`config.mk`:
```
export PLATFORM = sky130hd
export DESIGN_NAME = gamma_pwl_interp
export DESIGN_NICKNAME = d
export VERILOG_FILES = /design/src/rtl/gamma_pwl_pkg.sv /design/src/rtl/gamma_curve_regs.sv /design/src/rtl/gamma_seg_find.sv /design/src/rtl/gamma_interp_math.sv /design/src/rtl/gamma_pwl_interp.sv
export SDC_FILE = /design/constraint.sdc
export NUM_CORES = 1
export LEC_CHECK = 0
export ABC_AREA = 1
export BUFFER_PORTS_ARGS = -buffer_cell sky130_fd_sc_hd__buf_2
export CAP_MARGIN = 20
export CORE_MARGIN = 1.5
export CORE_UTILIZATION = 50
export CTS_CLUSTER_DIAMETER = 40
export DETAILED_ROUTE_END_ITERATION = 16
export PLACE_DENSITY_LB_ADDON = 0.08
export SLEW_MARGIN = 30
export SYNTH_ARGS = -nofsm -noshare
export SYNTH_HDL_FRONTEND = slang
export SYNTH_SLANG_ARGS = --single-unit
```
`constraint.sdc`:
```
create_clock -name clk_i -period 20.1 [get_ports clk_i]
set_clock_uncertainty 0.1 [all_clocks]
set_input_delay 2.01 -clock clk_i [delete_from_list [all_inputs] [get_ports clk_i]]
set_output_delay 2.01 -clock clk_i [all_outputs]
set_load 0.01 [all_outputs]
```
`src/rtl/gamma_pwl_pkg.sv`:
```
package gamma_pwl_pkg;
  localparam int NUM_PTS = 26;
  localparam int GREY_W  = 8;
  localparam int SEG_W   = $clog2(NUM_PTS);
  localparam int OFF_W   = 5;

  function automatic logic [GREY_W-1:0] knot_x(input int i);
    case (i)
      0:  knot_x = 8'd0;   1:  knot_x = 8'd1;   2:  knot_x = 8'd3;
      3:  knot_x = 8'd5;   4:  knot_x = 8'd7;   5:  knot_x = 8'd11;
      6:  knot_x = 8'd15;  7:  knot_x = 8'd23;  8:  knot_x = 8'd31;
      9:  knot_x = 8'd47;  10: knot_x = 8'd63;  11: knot_x = 8'd95;
      12: knot_x = 8'd127; 13: knot_x = 8'd128; 14: knot_x = 8'd160;
      15: knot_x = 8'd192; 16: knot_x = 8'd208; 17: knot_x = 8'd224;
      18: knot_x = 8'd232; 19: knot_x = 8'd240; 20: knot_x = 8'd244;
      21: knot_x = 8'd248; 22: knot_x = 8'd250; 23: knot_x = 8'd252;
      24: knot_x = 8'd254; default: knot_x = 8'd255;
    endcase
  endfunction

  // log2 of segment width; widths are powers of two
  function automatic int seg_shift(input int i);
    int w;
    int s;
    w = int'(knot_x(i + 1)) - int'(knot_x(i));
    s = 0;
    for (int b = 0; b < OFF_W + 1; b++) begin
      if ((1 << s) < w) s = s + 1;
    end
    return s;
  endfunction
endpackage

```
`src/rtl/gamma_curve_regs.sv`:
```
module gamma_curve_regs
  import gamma_pwl_pkg::*;
#(
  parameter int PT_W    = 10,
  parameter int IDX_W   = 6,
  parameter int N_PTS   = NUM_PTS
) (
  input  logic                         clk_i,
  input  logic                         rst_ni,
  input  logic                         wr_en_i,
  input  logic [IDX_W-1:0]             wr_idx_i,
  input  logic [7:0]                   wr_data_i,
  output logic [N_PTS-1:0][PT_W-1:0]   pts_o,
  output logic                         loaded_o,
  output logic                         error_o
);
  localparam int NUM_BYTES = 2 * N_PTS;
  localparam int HI_W      = PT_W - 8;
  localparam int PI_W      = IDX_W - 1;

  logic [N_PTS-1:0][PT_W-1:0] pts_q;
  logic                       loaded_q, error_q;
  logic                       in_range, is_lo, start_wr, last_wr, mono_bad;
  logic [PI_W-1:0]            pt_idx;
  logic [PT_W-1:0]            new_val, prev_val;

  assign in_range = wr_en_i && (wr_idx_i < IDX_W'(NUM_BYTES));
  assign is_lo    = wr_idx_i[0];
  assign pt_idx   = in_range ? wr_idx_i[IDX_W-1:1] : '0;
  assign start_wr = in_range && (wr_idx_i == '0);
  assign last_wr  = in_range && (wr_idx_i == IDX_W'(NUM_BYTES - 1));
  assign new_val  = {pts_q[pt_idx][PT_W-1:8], wr_data_i};
  assign prev_val = (pt_idx == '0) ? '0 : pts_q[pt_idx - 1'b1];
  assign mono_bad = in_range && is_lo && (pt_idx != '0) && (new_val <= prev_val);

  always_ff @(posedge clk_i or negedge rst_ni) begin
    if (!rst_ni) begin
      for (int k = 0; k < N_PTS; k++) pts_q[k] <= '0;
    end else if (in_range) begin
      if (is_lo) pts_q[pt_idx][7:0]      <= wr_data_i;
      else       pts_q[pt_idx][PT_W-1:8] <= wr_data_i[HI_W-1:0];
    end
  end

  always_ff @(posedge clk_i or negedge rst_ni) begin
    if (!rst_ni) begin
      loaded_q <= 1'b0;
      error_q  <= 1'b0;
    end else begin
      if (start_wr)     loaded_q <= 1'b0;
      else if (last_wr) loaded_q <= 1'b1;
      if (start_wr)      error_q <= 1'b0;
      else if (mono_bad) error_q <= 1'b1;
    end
  end

  assign pts_o    = pts_q;
  assign loaded_o = loaded_q;
  assign error_o  = error_q;
endmodule

```
`src/rtl/gamma_seg_find.sv`:
```
module gamma_seg_find
  import gamma_pwl_pkg::*;
#(
  parameter int N_PTS = NUM_PTS
) (
  input  logic [GREY_W-1:0] grey_i,
  output logic [SEG_W-1:0]  seg_o,
  output logic [OFF_W-1:0]  off_o
);
  localparam int N_CMP = N_PTS - 2;

  logic [N_CMP-1:0]  ge;
  logic [GREY_W-1:0] base_x;

  // interior knots only: grey 255 stays in the last segment
  for (genvar gi = 0; gi < N_CMP; gi++) begin : g_cmp
    assign ge[gi] = grey_i >= knot_x(gi + 1);
  end

  always_comb begin
    seg_o  = SEG_W'($countones(ge));
    base_x = knot_x(int'(seg_o));
    off_o  = OFF_W'(grey_i - base_x);
  end
endmodule

```
`src/rtl/gamma_interp_math.sv`:
```
module gamma_interp_math
  import gamma_pwl_pkg::*;
#(
  parameter int PT_W  = 10,
  parameter int N_PTS = NUM_PTS
) (
  input  logic [N_PTS-1:0][PT_W-1:0] pts_i,
  input  logic [SEG_W-1:0]           seg_i,
  input  logic [OFF_W-1:0]           off_i,
  output logic [PT_W-1:0]            code_o
);
  localparam int D_W = PT_W + 1;
  localparam int P_W = D_W + OFF_W + 1;

  logic [SEG_W-1:0]        seg_nx;
  logic [PT_W-1:0]         v0, v1;
  logic signed [P_W-1:0]   delta, prod, scaled, total;
  int                      sh;

  assign seg_nx = seg_i + 1'b1;
  assign v0     = pts_i[seg_i];
  assign v1     = pts_i[seg_nx];

  always_comb begin
    delta  = $signed(P_W'({1'b0, v1})) - $signed(P_W'({1'b0, v0}));
    prod   = delta * $signed(P_W'({1'b0, off_i}));
    sh     = seg_shift(int'(seg_i));
    scaled = prod >>> sh;
    total  = $signed(P_W'({1'b0, v0})) + scaled;
    code_o = total[PT_W-1:0];
  end
endmodule

```
`src/rtl/gamma_pwl_interp.sv`:
```
module gamma_pwl_interp
  import gamma_pwl_pkg::*;
#(
  parameter int PT_W  = 10,
  parameter int IDX_W = 6
) (
  input  logic              clk_i,
  input  logic              rst_ni,
  input  logic              wr_en_i,
  input  logic [IDX_W-1:0]  wr_idx_i,
  input  logic [7:0]        wr_data_i,
  input  logic              in_valid_i,
  input  logic [GREY_W-1:0] grey_i,
  output logic              out_valid_o,
  output logic [PT_W-1:0]   out_code_o,
  output logic              curve_loaded_o,
  output logic              curve_error_o
);
  logic [NUM_PTS-1:0][PT_W-1:0] pts;
  logic [SEG_W-1:0]             seg_d, s1_seg;
  logic [OFF_W-1:0]             off_d, s1_off;
  logic                         s1_valid;
  logic [PT_W-1:0]              code_d, code_q;
  logic                         valid_q;

  gamma_curve_regs #(.PT_W(PT_W), .IDX_W(IDX_W), .N_PTS(NUM_PTS)) u_regs (
    .clk_i    (clk_i),
    .rst_ni   (rst_ni),
    .wr_en_i  (wr_en_i),
    .wr_idx_i (wr_idx_i),
    .wr_data_i(wr_data_i),
    .pts_o    (pts),
    .loaded_o (curve_loaded_o),
    .error_o  (curve_error_o)
  );

  gamma_seg_find #(.N_PTS(NUM_PTS)) u_find (
    .grey_i(grey_i),
    .seg_o (seg_d),
    .off_o (off_d)
  );

  always_ff @(posedge clk_i or negedge rst_ni) begin
    if (!rst_ni) begin
      s1_valid <= 1'b0;
      s1_seg   <= '0;
      s1_off   <= '0;
    end else begin
      s1_valid <= in_valid_i;
      if (in_valid_i) begin
        s1_seg <= seg_d;
        s1_off <= off_d;
      end
    end
  end

  gamma_interp_math #(.PT_W(PT_W), .N_PTS(NUM_PTS)) u_math (
    .pts_i (pts),
    .seg_i (s1_seg),
    .off_i (s1_off),
    .code_o(code_d)
  );

  always_ff @(posedge clk_i or negedge rst_ni) begin
    if (!rst_ni) begin
      valid_q <= 1'b0;
      code_q  <= '0;
    end else begin
      valid_q <= s1_valid;
      if (s1_valid) code_q <= code_d;
    end
  end

  assign out_valid_o = valid_q;
  assign out_code_o  = code_q;
endmodule

```
==> results by stage <==
Clock network:
- The number of gates resized after cts is 0.
- The tree is rooted in a clkbuf_16.
- Clock tree synthesis found a total of 284 sinks.
- The post-cts hold buffer count is 0.
- The total setup buffers inserted after CTS is 0.
- Clock tree synthesis inserted a total of 60 buffers.
- The H-tree generated during clock tree synthesis spans 2 levels.
- The number of buffers between clock root and the deepest sink is 3.
- The clock tree from TritonCTS is built.
- At the later pin of the worst-skew pair, clock insertion delay measures 0.65 ns.
- After clock tree synthesis, the clock-pin slew on the worst setup and hold paths is 0.05 ns.

Global routing:
- The initial antenna violation count is 3.
- The number of global-route vias before repair came to 25360.
- The global routing usage summed across all routing layers is 36.11%.
- Global routing finished with a remaining overflow of 0.
- The first-pass GRT wire length is 148600 microns.
- The largest net degree at the start of global routing is 169.

Timing:
- The setup total negative slack is 0 ns.
- After layout, the worst path uses 76.54% of the clock period.
- The transition time at the pin with the least slew margin is 0.9561 ns.
- The final number of hold-violating endpoints was 0.
- The maximum clock frequency is 65.00 MHz.
- Headroom to the max-slew limit came out at 35.45%.
- Setup repair after global routing left no endpoint under its margin.
- Counting I/O delays and the setup requirement, the final critical path takes 15.39 ns.
- The final number of max-transition violations is 0.
- The final count of negative-setup-slack endpoints is 0.

Yosys:
- The synthesized area per cell is 6.818 sq um.
- The combined area of all synthesized cells is 25630 sq um.
- The sequential-to-total area share from yosys stat is 27.73%.
- The post-synthesis cell type count is 61.
- Among all flip-flop cells after synthesis, the most frequent one is dfrtp_1.
- After synthesis the netlist holds a flip-flop and latch count of 284.
- In the synthesized netlist the async set-or-reset flop fraction comes to 100.0%.
- In this run the biggest area consumer among cell types represents 27.73% of the synthesized area.
- Counting every instance in the synthesized netlist gives 3759.
- The biggest area contributor in the post-synthesis netlist is dfrtp_1.
- The number of synthesized flops with an enable pin is 0.
- The number of warnings reported in the yosys synthesis log is 0.
- After synthesis, the cell types taking the most area are dfrtp_1, o21ai_0, nand2_1.

Min path:
- The worst hold path begins at out_code_o[0].
- The path with the worst hold slack has its endpoint at out_code_o[0].
- The number of cells on the worst hold path is 2.
- The worst hold-check path type is flip-flop to flip-flop.

Layout:
- The final core utilization is 56.51%.
- For this run, the post-layout net count is 3951.
- The proportion of layout cells with a drive suffix above 1 is 6.763%.
- The library cells used most frequently in the layout, excluding fill and tap cells, are nand2_1, o21ai_0, inv_1, a21oi_1, dfrtp_1.
- The growth of design area from synthesis to finish is 11.07%.
- The commonest non-fill, non-tap cell in the layout is nand2_1.

Critical path:
- In this run the critical register-to-register path is launched from s1_seg[0].
- Among all stages on the critical path, the largest delay is contributed by dfrtp_4.
- Across all register-to-register paths, the minimum setup slack is 4.71 ns.
- For this run, the slowest stage of the critical path takes 0.97 ns.
- The data arrival at the endpoint of the critical path is 15.77 ns.
- The endpoint of the most critical register-to-register path is out_code_o[8].
- The most used cell along the critical path is nand2_1.
- The startpoint-to-endpoint class of the critical path is flip-flop to flip-flop.
- The worst setup path is launched from a flip-flop.
- Along the worst path, the maximum fanout reaches 93.
- The cell count of the worst reg-to-reg path is 95.
- The worst setup path is captured at a flip-flop.
- For the worst setup path, the data required time is 20.49 ns.

Routing:
- Detailed routing inserted a total of 27110 vias.
- The first routing iteration left 3824 violations.
- In the final routed layout, each cell accounts on average for 21.68 microns.
- The antenna violation net count after detailed routing is 0.
- In the routed layout, each cell is associated on average with a via count of 6.141.
- The remaining design rule violation count is 0.
- For this run, the detailed router's first-pass iteration total came to 7.
- After detailed routing, the total wire length is 95690 microns.

Placed design:
- The weighted congestion reported at the end of routability-driven placement is 0.9649.
- During placement, the flow inserted port buffers numbering 38.
- The detailed placement HPWL is 65040 microns.

Floorplan:
- The starting density of the core is 50.88%.
- The die outline area is 52630 sq um.
- The core box area is 50380 sq um.
- In this run the core area contains 82 standard-cell rows.
- Pin placement for this block handled 39 I/O pins.
- The y dimension of the die is 229.4 microns.
- The x dimension of the die is 229.4 microns.

Flow run:
- The number of maximum-capacitance violations is 0.

Outcome:
- The run finished with clean final reports.
cells in the mapped netlist (all sizes together), types with 3 or more instances:
library cell    n
nand2         771
o21ai         623
inv           459
a21oi         347
dfrtp         284
nand3         236
nor2          204
clkbuf        198
ha            178
o211ai        105
fa             57
buf            33
nand4          29
nor3           29
xor2           25
a22oi          21
a31oi          20
o221ai         14
clkinv         13
o2111ai        13
or2            11
o22ai          10
a32o            9
a211oi          8
o31ai           8
xnor2           8
a32oi           7
o21a            7
o21bai          5
a21o            4
nand3b          4
and2            3
o311ai          3
cells by family (layout without fill, tap and decap cells):
family / count (synthesis) / in the layout / synth area share [%]
adders and majority gates: 235 / 235 / 13.14
DFF: 284 / 284 / 27.73
muxes: 1 / 1 / 0.03906
other: 1 / 25 / 0.01463
and+or+nand+nor: 1289 / 1289 / 21.17
xor gates and xnor gates: 33 / 33 / 1.128
AOI/OAI and AO/OA: 1213 / 1213 / 26.34
buffers and inverters: 703 / 662 / 10.44
sequential cells by signal, summed over array words and instances, names as in the netlist:
| signal | cells |
|---|---|
| u_regs.loaded_o | 1 |
| out_valid_o | 1 |
| s1_off | 5 |
| out_code_o | 10 |
| u_regs.pts_o | 260 |
| u_regs.error_o | 1 |
| s1_seg | 5 |
| s1_valid | 1 |
worst max path at each step:
stage | slack [ns] | end | startpoint
6_report | 4.71 | out_code_o[8] | s1_seg[0]
3_3_place_gp | 5.23 | out_code_o[8] | s1_seg[0]
3_5_place_dp | 4.85 | out_code_o[8] | s1_seg[0]
5_1_grt | 3.13 | out_code_o[8] | s1_seg[0]
2_1_floorplan | 6.61 | out_code_o[8] | s1_seg[0]
4_1_cts | 4.80 | out_code_o[8] | s1_seg[0]
stage by stage:
step	area, sq um	cells	hold WS, ns	worst slack (ns)
2_1_floorplan	25720	3782	0.3530	6.606
3_3_place_gp	26200	4297	0.3593	5.225
3_5_place_dp	26240	4298	0.3730	4.851
4_1_cts	28400	4411	0.3843	4.800
5_1_grt	28460	4413	0.4074	3.127
6_report	28470	4414	0.3831	4.715
area by class of cell:
cell class | instances | area (sq um)
flip-flops and latches | 284 | 7111
well taps | 672 | 840.8
multi-input cells | 2795 | 15990
clock buffers | 74 | 1614
diodes | 1 | 2.502
clock inverters | 39 | 550.5
inverters | 472 | 1780
repair buffers | 77 | 578.1
fillers | 4814 | 21910
worst max-delay path, delay by kind of cell, from the launching register on:
family | cells | cell delay (ns)
fa+ha+maj | 13 | 3.72
xor+xnor | 2 | 0.51
buf+inv | 17 | 2.69
compound gates | 17 | 2.86
simple gates | 46 | 4.27
flops | 1 | 0.97
metal layers:
metal  share of wire, %  global-route usage (%)  routed length [microns]  up-vias
li1                   -                       -                        -    12520
met4                4.4                   15.05                     4206        2
met5              0.011                       0                       11        -
met1                 42                   51.15                    40210    12690
met2                 42                   52.84                    39930     1618
met3                 12                   7.981                    11330      277
Power is not shown: default switching activity piles up to over one toggle a cycle in this logic, so the estimate is an artifact.
